--- config.mk ---
export PLATFORM = sky130hd
export DESIGN_NAME = sport_regif
export DESIGN_NICKNAME = d
export VERILOG_FILES = /design/src/rtl/sport_pkg.sv /design/src/rtl/sport_decode.sv /design/src/rtl/sport_txtimer.sv /design/src/rtl/sport_rxpath.sv /design/src/rtl/sport_status.sv /design/src/rtl/sport_regif.sv
export SDC_FILE = /design/constraint.sdc
export NUM_CORES = 1
export LEC_CHECK = 0
export ABC_AREA = 0
export BUFFER_PORTS_ARGS = -buffer_cell sky130_fd_sc_hd__buf_4
export CAP_MARGIN = 15
export CELL_PAD_IN_SITES_DETAIL_PLACEMENT = 1
export CELL_PAD_IN_SITES_GLOBAL_PLACEMENT = 1
export CORE_MARGIN = 10
export CORE_UTILIZATION = 40
export CTS_BUF_LIST = sky130_fd_sc_hd__clkbuf_4 sky130_fd_sc_hd__clkbuf_8 sky130_fd_sc_hd__clkbuf_16
export CTS_CLUSTER_DIAMETER = 40
export DETAILED_ROUTE_END_ITERATION = 6
export GPL_TIMING_DRIVEN = 0
export PLACE_DENSITY = 0.88
export SLEW_MARGIN = 25
export SYNTH_ARGS = -nofsm -noshare
export SYNTH_HDL_FRONTEND = slang
export SYNTH_SLANG_ARGS = --single-unit
export TNS_END_PERCENT = 10
--- constraint.sdc ---
create_clock -name clk -period 2.3 [get_ports clk]
set_clock_uncertainty 0.1 [all_clocks]
set_input_delay 0 -clock clk [delete_from_list [all_inputs] [get_ports clk]]
set_output_delay 0 -clock clk [all_outputs]
set_load 0.01 [all_outputs]
--- src/rtl/sport_pkg.sv ---
package sport_pkg;
  localparam int OFS_CTRL = 0;
  localparam int OFS_STAT = 1;
  localparam int OFS_TXD  = 2;
  localparam int OFS_RXD  = 3;
  localparam int OFS_DLY  = 4;

  localparam int CTL_TXIE = 7;
  localparam int CTL_RXIE = 6;
  localparam int CTL_TXEN = 5;
  localparam int CTL_RXEN = 4;

  localparam int ST_TXE  = 7;
  localparam int ST_RXF  = 6;
  localparam int ST_OVR  = 5;
  localparam int ST_FRM  = 4;
  localparam int ST_PAR  = 3;

  localparam logic [7:0] FLAG_MASK = 8'hF8;
  localparam logic [7:0] STAT_RST  = 8'h80;

  typedef struct packed {
    logic ctrl;
    logic stat;
    logic txd;
    logic dly;
  } reg_wr_t;

  typedef struct packed {
    logic txe;
    logic rxf;
    logic ovr;
    logic frm;
    logic par;
  } flag_set_t;
endpackage

--- src/rtl/sport_decode.sv ---
module sport_decode
  import sport_pkg::*;
#(
  parameter int ADDR_W = 3,
  parameter int DATA_W = 8,
  parameter int CNT_W  = 8
) (
  input  logic              host_sel,
  input  logic              host_wr,
  input  logic [ADDR_W-1:0] host_addr,
  output reg_wr_t           wr,
  input  logic [DATA_W-1:0] ctrl_q,
  input  logic [DATA_W-1:0] stat_q,
  input  logic [DATA_W-1:0] txd_q,
  input  logic [DATA_W-1:0] rxd_q,
  input  logic [CNT_W-1:0]  dly_q,
  output logic [DATA_W-1:0] rdata
);
  logic              wr_en;
  logic [DATA_W-1:0] dly_ext;

  assign wr_en = host_sel & host_wr;

  generate
    if (CNT_W < DATA_W) begin : g_pad
      assign dly_ext = {{(DATA_W-CNT_W){1'b0}}, dly_q};
    end else begin : g_full
      assign dly_ext = dly_q[DATA_W-1:0];
    end
  endgenerate

  always_comb begin
    wr.ctrl = wr_en && (host_addr == ADDR_W'(OFS_CTRL));
    wr.stat = wr_en && (host_addr == ADDR_W'(OFS_STAT));
    wr.txd  = wr_en && (host_addr == ADDR_W'(OFS_TXD));
    wr.dly  = wr_en && (host_addr == ADDR_W'(OFS_DLY));
  end

  always_comb begin
    rdata = '0;
    if (host_addr == ADDR_W'(OFS_CTRL))      rdata = ctrl_q;
    else if (host_addr == ADDR_W'(OFS_STAT)) rdata = stat_q;
    else if (host_addr == ADDR_W'(OFS_TXD))  rdata = txd_q;
    else if (host_addr == ADDR_W'(OFS_RXD))  rdata = rxd_q;
    else if (host_addr == ADDR_W'(OFS_DLY))  rdata = dly_ext;
  end
endmodule

--- src/rtl/sport_txtimer.sv ---
module sport_txtimer #(
  parameter int               CNT_W   = 8,
  parameter logic [CNT_W-1:0] DLY_RST = CNT_W'(2)
) (
  input  logic             clk,
  input  logic             rst_n,
  input  logic             dly_we,
  input  logic [CNT_W-1:0] dly_wdata,
  input  logic             arm,
  input  logic             tick,
  output logic [CNT_W-1:0] dly_q,
  output logic             set_txe
);
  logic             pend_q;
  logic [CNT_W-1:0] cnt_q;
  logic             last;

  assign last    = (cnt_q <= CNT_W'(1));
  assign set_txe = tick & pend_q & ~arm & last;

  always_ff @(posedge clk) begin
    if (!rst_n) begin
      dly_q <= DLY_RST;
    end else if (dly_we) begin
      dly_q <= dly_wdata;
    end
  end

  always_ff @(posedge clk) begin
    if (!rst_n) begin
      pend_q <= 1'b0;
      cnt_q  <= '0;
    end else if (arm) begin
      pend_q <= 1'b1;
      cnt_q  <= dly_q;
    end else if (tick && pend_q) begin
      if (last) begin
        pend_q <= 1'b0;
        cnt_q  <= '0;
      end else begin
        cnt_q <= cnt_q - CNT_W'(1);
      end
    end
  end
endmodule

--- src/rtl/sport_rxpath.sv ---
module sport_rxpath
  import sport_pkg::*;
#(
  parameter int DATA_W = 8
) (
  input  logic              clk,
  input  logic              rst_n,
  input  logic              rx_en,
  input  logic              rx_valid,
  input  logic [DATA_W-1:0] rx_data,
  input  logic              rx_ferr,
  input  logic              rx_perr,
  input  logic              rxf_q,
  output logic              set_rxf,
  output logic              set_ovr,
  output logic              set_frm,
  output logic              set_par,
  output logic [DATA_W-1:0] rxd_q
);
  logic take;
  logic load;

  assign take    = rx_valid & rx_en;
  assign load    = take & ~rxf_q;
  assign set_rxf = load;
  assign set_ovr = take & rxf_q;
  assign set_frm = load & rx_ferr;
  assign set_par = load & rx_perr;

  always_ff @(posedge clk) begin
    if (!rst_n) begin
      rxd_q <= '0;
    end else if (load) begin
      rxd_q <= rx_data;
    end
  end
endmodule

--- src/rtl/sport_status.sv ---
module sport_status
  import sport_pkg::*;
#(
  parameter int DATA_W = 8
) (
  input  logic              clk,
  input  logic              rst_n,
  input  logic              wr_stat,
  input  logic [DATA_W-1:0] wdata,
  input  flag_set_t         hw_set,
  output logic [DATA_W-1:0] stat_q
);
  localparam logic [DATA_W-1:0] FMASK = DATA_W'(FLAG_MASK);

  logic [DATA_W-1:0] nxt;

  always_comb begin
    nxt = stat_q;
    if (wr_stat) begin
      nxt = (stat_q & wdata & FMASK) | (wdata & ~FMASK);
    end
    if (hw_set.txe) nxt[ST_TXE] = 1'b1;
    if (hw_set.rxf) nxt[ST_RXF] = 1'b1;
    if (hw_set.ovr) nxt[ST_OVR] = 1'b1;
    if (hw_set.frm) nxt[ST_FRM] = 1'b1;
    if (hw_set.par) nxt[ST_PAR] = 1'b1;
  end

  always_ff @(posedge clk) begin
    if (!rst_n) begin
      stat_q <= DATA_W'(STAT_RST);
    end else begin
      stat_q <= nxt;
    end
  end
endmodule

--- src/rtl/sport_regif.sv ---
module sport_regif
  import sport_pkg::*;
#(
  parameter int ADDR_W  = 3,
  parameter int DATA_W  = 8,
  parameter int CNT_W   = 8,
  parameter int DLY_RST = 2
) (
  input  logic              clk,
  input  logic              rst_n,
  input  logic              host_sel,
  input  logic              host_wr,
  input  logic [ADDR_W-1:0] host_addr,
  input  logic [DATA_W-1:0] host_wdata,
  output logic [DATA_W-1:0] host_rdata,
  input  logic              tick,
  input  logic              rx_valid,
  output logic              rx_ready,
  input  logic [DATA_W-1:0] rx_data,
  input  logic              rx_ferr,
  input  logic              rx_perr,
  output logic              tx_valid,
  output logic [DATA_W-1:0] tx_data,
  output logic              irq_tx,
  output logic              irq_rx
);
  reg_wr_t           wr;
  flag_set_t         hw_set;
  logic [DATA_W-1:0] ctrl_q;
  logic [DATA_W-1:0] stat_q;
  logic [DATA_W-1:0] txd_q;
  logic [DATA_W-1:0] rxd_q;
  logic [CNT_W-1:0]  dly_q;
  logic              tx_valid_q;
  logic [DATA_W-1:0] tx_data_q;

  sport_decode #(.ADDR_W(ADDR_W), .DATA_W(DATA_W), .CNT_W(CNT_W)) u_dec (
    .host_sel (host_sel),
    .host_wr  (host_wr),
    .host_addr(host_addr),
    .wr       (wr),
    .ctrl_q   (ctrl_q),
    .stat_q   (stat_q),
    .txd_q    (txd_q),
    .rxd_q    (rxd_q),
    .dly_q    (dly_q),
    .rdata    (host_rdata)
  );

  sport_txtimer #(.CNT_W(CNT_W), .DLY_RST(CNT_W'(DLY_RST))) u_tmr (
    .clk      (clk),
    .rst_n    (rst_n),
    .dly_we   (wr.dly),
    .dly_wdata(host_wdata[CNT_W-1:0]),
    .arm      (wr.txd),
    .tick     (tick),
    .dly_q    (dly_q),
    .set_txe  (hw_set.txe)
  );

  sport_rxpath #(.DATA_W(DATA_W)) u_rx (
    .clk     (clk),
    .rst_n   (rst_n),
    .rx_en   (ctrl_q[CTL_RXEN]),
    .rx_valid(rx_valid),
    .rx_data (rx_data),
    .rx_ferr (rx_ferr),
    .rx_perr (rx_perr),
    .rxf_q   (stat_q[ST_RXF]),
    .set_rxf (hw_set.rxf),
    .set_ovr (hw_set.ovr),
    .set_frm (hw_set.frm),
    .set_par (hw_set.par),
    .rxd_q   (rxd_q)
  );

  sport_status #(.DATA_W(DATA_W)) u_st (
    .clk    (clk),
    .rst_n  (rst_n),
    .wr_stat(wr.stat),
    .wdata  (host_wdata),
    .hw_set (hw_set),
    .stat_q (stat_q)
  );

  always_ff @(posedge clk) begin
    if (!rst_n) begin
      ctrl_q <= '0;
      txd_q  <= '0;
    end else begin
      if (wr.ctrl) ctrl_q <= host_wdata;
      if (wr.txd)  txd_q  <= host_wdata;
    end
  end

  always_ff @(posedge clk) begin
    if (!rst_n) begin
      tx_valid_q <= 1'b0;
      tx_data_q  <= '0;
    end else begin
      tx_valid_q <= wr.txd & ctrl_q[CTL_TXEN];
      if (wr.txd) tx_data_q <= host_wdata;
    end
  end

  assign tx_valid = tx_valid_q;
  assign tx_data  = tx_data_q;
  assign rx_ready = ctrl_q[CTL_RXEN];
  assign irq_tx   = ctrl_q[CTL_TXIE] & stat_q[ST_TXE];
  assign irq_rx   = ctrl_q[CTL_RXIE] &
                    (stat_q[ST_RXF] | stat_q[ST_OVR] | stat_q[ST_FRM] | stat_q[ST_PAR]);
endmodule

# Yosys cells after proc, flatten, opt, wreduce, memory -nomap -nowiden
# Index checks and enable logic that the tools add are counted.
dict set report op_classes {
  n_addsub 1
  order_cmp 1
  eq_ne 4
  mux 16
  n_bitwise 20
  n_reduce_logical 14
}
# op n
set op_table {}
lappend op_table {{$mux 8} 8}
lappend op_table {{$and 1x1->1} 12}
lappend op_table {{$reduce_bool 2->1} 6}
lappend op_table {{$and 8x8->8} 1}
lappend op_table {{$le 8x1->1 const B} 1}
lappend op_table {{$or 8x3->8} 1}
lappend op_table {{$sub 8x1->8 const B} 1}
lappend op_table {{$mux 1} 7}
lappend op_table {{$mux 7} 1}
lappend op_table {{$eq 3x2->1 const B} 2}
lappend op_table {{$logic_and 1x1->1} 5}
lappend op_table {{$eq 3x1->1 const B} 1}
lappend op_table {{$eq 3x3->1 const B} 1}
lappend op_table {{$logic_not 3->1} 1}
lappend op_table {{$not 1->1} 3}
lappend op_table {{$or 1x1->1} 3}
lappend op_table {{$reduce_and 2->1} 1}
lappend op_table {{$reduce_or 2->1} 1}
dict set report word_totals {
  reg_bits 50
  in_bits 27
  output_inout_bits 20
  wordCells 69
}

# Depth between registers and ports, before layout
# Gate-level depths: netlist of the first run.
dict set report depth {
  depth_word 6
  mapped_depth 6
  mapped_depth_nobuf 6
}

# Cells and area by module
# Synthesis of the first run repeated with hierarchy kept, for this count alone.
dict set report hier_totals {
  cells_unflattened 281
  area_unflattened_um2 2691.3
}
# module n_inst cells_per_inst area_per_inst_um2 seq_area_each_um2
set by_module_without_submodules {}
lappend by_module_without_submodules {sport_txtimer 1 99 884.6 340.3}
lappend by_module_without_submodules {sport_regif 1 55 651.9 340.3}
lappend by_module_without_submodules {sport_decode 1 58 478.0 0.0}
lappend by_module_without_submodules {sport_rxpath 1 39 352.8 160.2}
lappend by_module_without_submodules {sport_status 1 30 324.1 160.2}

# Worst setup path before layout of the first run
# No wires, ideal clock.
dict set report synth_path {
  kind {register to register}
  from {register u_tmr.cnt_q[2]}
  to {register u_tmr.cnt_q[6]}
  arrival_time_ns 1.545
  required_time_ns 2.109
  slack_ns 0.564
  stages_incl_launch_ff 4
  path_buffers 0
  period_less_slack_ns 1.736
  cell_sequence {dfxtp_1 or4_4 or4_1 a311oi_1}
}
dict set report synth_between {
  elab_chain_cells 4
  word_cells_on_any_way 5
  cone_classes {add/sub: 1; order compare: 1; mux: 3}
}
# element line
set synth_lines {}
lappend synth_lines {{start: declaration} sport_txtimer.sv:15} ;# logic [CNT_W-1:0] cnt_q;
lappend synth_lines {{start signal: assignment} sport_txtimer.sv:35} ;# cnt_q <= dly_q;
lappend synth_lines {{start signal: assignment} sport_txtimer.sv:41} ;# cnt_q <= cnt_q - CNT_W'(1);
lappend synth_lines {{$sub 8x1->8 or $le 8x1->1 (tied branches)} {sport_txtimer.sv:41, sport_txtimer.sv:18}}
lappend synth_lines {{$mux 8 (*)} sport_txtimer.sv:37} ;# if (last) begin
lappend synth_lines {{$mux 8 (*)} sport_txtimer.sv:36} ;# end else if (tick && pend_q) begin
lappend synth_lines {{$mux 8 (*)} sport_txtimer.sv:33} ;# end else if (arm) begin
# Every way passes the cells marked *; elsewhere a longest branch is shown, timed or not. The select of a mux whose other input is x is not followed.
# A chain may end at the register's enable or synchronous reset.

# Worst setup path after layout of the first run
dict set report layout_path {
  from {register u_tmr.cnt_q[4]}
  to {register u_tmr.pend_q}
}
dict set report layout_between {
  elab_chain_cells 3
}
# element line
set layout_lines {}
lappend layout_lines {{$le 8x1->1} sport_txtimer.sv:18} ;# assign last = (cnt_q <= CNT_W'(1));
lappend layout_lines {{$reduce_bool 2->1 (no line)} -}
lappend layout_lines {{$reduce_and 2->1 (no line)} -}
lappend layout_lines {{end signal: assignment} sport_txtimer.sv:31} ;# pend_q <= 1'b0;
lappend layout_lines {{end signal: assignment} sport_txtimer.sv:34} ;# pend_q <= 1'b1;
lappend layout_lines {{end signal: assignment} sport_txtimer.sv:38} ;# pend_q <= 1'b0;
lappend layout_lines {{end: declaration} sport_txtimer.sv:14} ;# logic pend_q;
# No other way between the ends.

==> key figures, run 1 <==
Routing
  – Routed len/inst: 20.1 um
  – Vias: 2506
  – Iter 0 DRT Violations: 223
  – WL final: 8730 um
  – Drt first pass iters: 5
  – Drt drc: 0
  – Antenna-violating nets left: 0
  – Avg Vias per Cell: 5.76

Setup path
  – Sum of buffers and inverters on the critical path: 0
  – CP max stage cell: nor3_1
  – CP Class: reg2reg
  – Crit path largest cell delay: 0.58 ns
  – Worst path top cell family by delay: simple AND/OR/NAND/NOR gates
  – Worst-path maximum fanout: 7
  – Critical path startpoint category: register
  – CP cell instances: or4_1 > nor3_1 > a21boi_0 > o21a_1
  – Critical Path AT: 2.14 ns
  – Worst EP required: 2.40 ns
  – CP Capture Type: register

STA
  – Slew Viols, Final: 0
  – Final Hold Viols: 0
  – Fmax: 0.491 GHz
  – Slew at the pin closest to its max-slew limit: 0.750 ns
  – Setup violations, final: 0
  – Unrepaired setup endpoints after global routing: false
  – Final worst path period share: 88.6%
  – Setup TNS: 0 ns
  – Worst rel slew slack: 49.8%
  – Minimum clock period: 2.04 ns

Floorplan
  – Die Ht: 97.0 um
  – Die area: 9410 um^2
  – Core area: 5640 um^2
  – Starting density of the core: 42.0%
  – Ports: 47
  – Chip Width: 97.0 um
  – Rows: 27

CTS
  – CTS buffer count: 5
  – Clock Path Buffers: 2
  – H-tree levels: 2
  – CTS tree: yes
  – Clock-pin slew on the worst setup and hold paths: 0.09 ns
  – Clk_lat worst skew: 0.30 ns
  – Post-CTS setup buffer count: 0
  – Clock sinks: 50
  – Clk root buf: clkbuf_8

Power
  – Peak VDD IR: 0.000310 V
  – PD cells: 531 nW/um^2
  – Leak: 1.18 nW

Synth
  – Ys async rst share: 0%
  – Number of synthesized flops with an enable pin: 0
  – Synth unique cells: 45
  – Syn Nets: 317
  – Syn Area/Cell: 8.24 um^2
  – Ys Warns: 0
  – Synth Register Bits: 50
  – Synth Instances: 288
  – Register area share after synthesis: 42.2%
  – Post-Syn Area: 2370 um^2
  – Top FF cell, synth: dfxtp_1

Global route
  – Initial antenna violation count: 0
  – Largest net degree at the start of global routing: 16
  – Global-route wire length before repair: 14100 um
  – GRT Resource Usage Total: 17.7%
  – GRT overflow: 0
  – Vias in the first global route: 2708

Placed design
  – Post-Place Cell Area: 2800 um^2
  – PortBufs: 45
  – Gpl congestion: 0.872
  – Hpwl dp: 6070 um

Final layout
  – Final Util: 55.2%
  – Share of layout cells above drive strength 1: 19.0%
  – Nets: 391
  – Most frequent cells in the layout: 59 x nand2_1, 50 x dfxtp_1, 45 x buf_4, 30 x a21oi_1, 26 x nor2_1
  – Leading cell type in the layout, fill and taps excluded: nand2_1
  – Final Instance Area: 3120 um^2
  – Ant diodes: 0
  – Area Overhead vs Synth: 31.3%

Flow run
  – Maxcap violations: 0

Worst hold path
  – HP Class: in2reg

Status
  – Outcome: completed
[Yosys cell counts (5+ instances only)]
library cell,count,share of area [%]
nand3_1,6,1.3
a22oi_1,8,2.5
or4_1,5,1.6
a22o_1,8,3.0
clkbuf_1,12,1.9
o21ai_0,7,1.5
nor2_1,26,4.1
a21oi_1,30,6.3
mux2i_1,19,8.0
nand2_1,59,9.3
dfxtp_1,50,42
o22ai_1,8,2.1
[timing repair]
| item | in CTS | in global routing |
|---|---|---|
| resized for setup | 0 | 0 |
| hold endpoints to repair | 44 | 0 |
| hold buffers | 22 | 0 |
[worst min-delay path, cell delays in order]
cell and delay [ns]:
buf_4 0.12, nor3b_2 0.09, nand2_1 0.09, a31oi_1 0.08
[stage by stage]
step | total power [mW] | setup slack, ns | std cells | hold WS, ns
4_1_cts | 1.65 | 0.260 | 435 | 0.0132
2_1_floorplan | 0.998 | 0.564 | 288 | 0.0274
3_3_place_gp | 1.09 | 0.250 | 405 | 0.126
3_5_place_dp | 1.09 | 0.134 | 405 | 0.130
6_report | 1.66 | 0.261 | 435 | 0.0288
5_1_grt | 1.71 | 0.0868 | 435 | 0.0328
[worst paths after layout]
| kind | startpoint | cells after the start | endpoint | slack [ns] |
|---|---|---|---|---|
| worst min register to register | u_rx.rxd_q[6] | 2 | u_rx.rxd_q[6] | 0.37 |
| worst min-delay path | host_addr[2] | 4 | u_tmr.cnt_q[1] | 0.03 |
| worst max-delay path | u_tmr.cnt_q[4] | 4 | u_tmr.pend_q | 0.26 |
| worst max register to register | u_tmr.cnt_q[4] | 4 | u_tmr.pend_q | 0.26 |
[power breakdown]
group	total [mW]	internal, mW	switching (mW)
Clock	0.545	0.243	0.302
Sequential	0.886	0.876	0.0104
Combinational	0.224	0.104	0.120
[routing by layer]
metal,global-route usage (%),routed length (um)
met3,2.98,564
met2,29.0,4120
met1,22.6,3850
met4,6.31,192
met5,0,0
[cells by family after synthesis]
group	after synthesis	synth area share, %
and+or+nand+nor	123	24.6
buffers and inverters	22	4.69
DFF	50	42.2
xor gates and xnor gates	1	0.369
adders and majority gates	2	1.05
AOI/OAI and AO/OA	71	19.0
muxes	19	8.02
[sequential cells by signal, summed over array words and instances (netlist names)]
name          flops
ctrl_q            8
tx_data           8
tx_valid          1
u_rx.rxd_q        8
u_st.stat_q       8
u_tmr.cnt_q       8
u_tmr.dly_q       8
u_tmr.pend_q      1
[cell type report]
class                   instances  area [um^2]
plain buffers                  18         96.3
clock buffers                   6         82.6
clock inverters                 2         12.5
fillers                       677         2530
inverters                       4         15.0
multi-input cells             216         1260
flip-flops and latches         50         1000
well taps                      72         90.1
repair buffers                 67          558
No activity file was read; power rests on OpenSTA's default activity.
==> run 2: changes to the inputs <==
==> constraint.sdc (replaced) <==
create_clock -name clk -period 2.6 [get_ports clk]
set_clock_uncertainty 0.1 [all_clocks]
set_input_delay 0 -clock clk [delete_from_list [all_inputs] [get_ports clk]]
set_output_delay 0 -clock clk [all_outputs]
set_load 0.01 [all_outputs]
==> run 2 against run 1 <==
  * Sequential cell count did not move
  * Design area increased by 1.2%
  * Critical path type unchanged
  * Largest cell class unchanged
  * Count of clock-buffer cells in the layout unchanged
  * Register-to-register slack better by 0.12 ns
  * Worst hold slack about the same
==> key figures, run 2 (same netlist as run 1, synthesis figures left out) <==
Global route
  – GRT Resource Usage Total: 17.9% (+0.18 points)
  – Global-route wire length before repair: 14200 um (+1.1%)
  – Largest net degree at the start of global routing: 16 (unchanged)
  – Vias in the first global route: 2740 (+1.2%)
  – GRT overflow: 0 (unchanged)
  – Initial antenna violation count: 0 (unchanged)

Setup path
  – Worst path top cell family by delay: simple AND/OR/NAND/NOR gates
  – CP Capture Type: register
  – Critical Path AT: 2.36 ns (+0.22 ns)
  – CP cell instances: or4_1 > nor3_2 > nand4_1 > nand3_1 > dlygate4sd3_1
  – CP Class: reg2reg
  – Critical path startpoint category: register
  – Crit path largest cell delay: 0.54 ns (-0.04 ns)
  – CP max stage cell: or4_1
  – Worst-path maximum fanout: 7 (unchanged)
  – Sum of buffers and inverters on the critical path: 1 (+1)
  – Worst EP required: 2.74 ns (+0.34 ns)

STA
  – Minimum clock period: 2.22 ns (+0.178 ns)
  – Final worst path period share: 85.3% (-3.4 points)
  – Final worst slack: 0.383 ns (+0.122 ns)
  – Final Hold Viols: 0 (unchanged)
  – Setup violations, final: 0 (unchanged)
  – Fmax: 0.451 GHz (-8.0%)
  – Slew Viols, Final: 0 (unchanged)
  – Worst rel slew slack: 49.6% (-0.25 points)
  – Slew at the pin closest to its max-slew limit: 0.754 ns (+0.00368 ns)
  – Setup TNS: 0 ns (unchanged)
  – Unrepaired setup endpoints after global routing: false

Power
  – Leak: 1.20 nW (+1.4%)
  – Total power: 1.47 mW (-11%)
  – PD cells: 465 nW/um^2 (-12%)
  – Peak VDD IR: 0.000298 V (-3.8%)

Worst hold path
  – HP Class: in2reg

Final layout
  – Area of the multi-input gates: 1270 um^2 (+0.60%)
  – Ant diodes: 0 (unchanged)
  – Share of layout cells above drive strength 1: 19.4% (+0.39 points)
  – Leading cell type in the layout, fill and taps excluded: nand2_1
  – Most frequent cells in the layout: 59 x nand2_1, 50 x dfxtp_1, 45 x buf_4, 30 x a21oi_1
  – Fillcell total: 674 (-0.44%)
  – Nets: 394 (+0.77%)
  – Area Overhead vs Synth: 32.9%
  – Seq. cell area: 1000 um^2 (unchanged)

CTS
  – Clock sinks: 50 (unchanged)
  – H-tree levels: 2 (unchanged)
  – Clock Path Buffers: 2 (unchanged)
  – Clk_lat worst skew: 0.30 ns (about the same)
  – Clock-pin slew on the worst setup and hold paths: 0.09 ns (about the same)
  – CTS tree: yes
  – CTS buffer count: 5 (unchanged)
  – Clk root buf: clkbuf_8

Routing
  – Routed len/inst: 20.0 um (-0.32%)
  – Avg Vias per Cell: 5.71 (-0.96%)
  – Iter 0 DRT Violations: 191 (-14%)
  – Vias: 2499 (-0.28%)
  – WL final: 8760 um (+0.37%)
  – Drt first pass iters: 4 (-1)
  – Drt drc: 0 (unchanged)
  – Antenna-violating nets left: 0 (unchanged)

Floorplan
  – Rows: 27 (unchanged)
  – Core area: 5640 um^2 (unchanged)
  – Chip Width: 97.0 um (unchanged)
  – Die Ht: 97.0 um (unchanged)
  – Starting density of the core: 42.0% (unchanged)
  – Die area: 9410 um^2 (unchanged)
  – Ports: 47 (unchanged)

Flow run
  – Maxcap violations: 0 (unchanged)

Placed design
  – PortBufs: 45 (unchanged)
  – Hpwl dp: 6070 um (unchanged)
  – Pre-CTS setup slack: 0.434 ns (+0.300 ns)
  – Gpl congestion: 0.872 (unchanged)

Status
  – Outcome: completed
==> run 2: worst paths after layout <==
| check | start | depth (start not counted) | end | slack, ns |
|---|---|---|---|---|
| worst max-delay path | u_tmr.cnt_q[4] | 5 | u_st.stat_q[7] | 0.38 |
| worst min-delay path | host_addr[2] | 4 | u_tmr.cnt_q[1] | 0.03 |
| worst max register to register | u_tmr.cnt_q[4] | 5 | u_st.stat_q[7] | 0.38 |
| worst min register to register | u_rx.rxd_q[6] | 2 | u_rx.rxd_q[6] | 0.37 |
==> run 2: metal layers <==
layer  vias up  track usage (%)  share of wire, %
li1       1176                -                 -
met1      1218             22.8                43
met2        89             28.9                48
met3        16             3.26               6.6
met4         0             6.88               2.0
met5         -                0                 0
==> run 2: area by class of cell <==
| cell class | instances | area share, % |
|---|---|---|
| multi-input cells | 216 | 40.2 |
| repair buffers | 70 | 18.7 |
| clock buffers | 6 | 2.62 |
| plain buffers | 18 | 3.06 |
| well taps | 72 | 2.86 |
| clock inverters | 2 | 0.397 |
| flip-flops and latches | 50 | 31.7 |
| inverters | 4 | 0.476 |
==> run 2: worst min-delay path, stage by stage <==
cell     delay [ns]
buf_4          0.12
nor3b_2        0.09
nand2_1        0.09
a31oi_1        0.08
==> run 2: power breakdown <==
group	internal (mW)	leakage (nW)	switching [mW]
Clock	0.215	0.0472	0.269
Sequential	0.775	0.404	0.00913
Combinational	0.0931	0.749	0.107
Total	1.08	1.20	0.385
==> run 2: timing repair <==
action / CTS / global route
endpoints found under the setup margin: 0 / 2
hold buffers: 25 / 0
gates resized for setup: 0 / 2
endpoints found under the hold margin: 44 / 0
setup buffers: 0 / 0
==> run 2: stage by stage <==
stage               cell area [um^2]  std cells  hold slack [ns]  utilization, %
floorplan                       2370        288           0.0274               -
global placement                2800        405            0.126            49.6
detailed placement              2800        405            0.130            49.6
CTS                             3150        438           0.0132            55.8
global route                    3150        438           0.0328            55.9
finish                          3150        438           0.0288            55.9
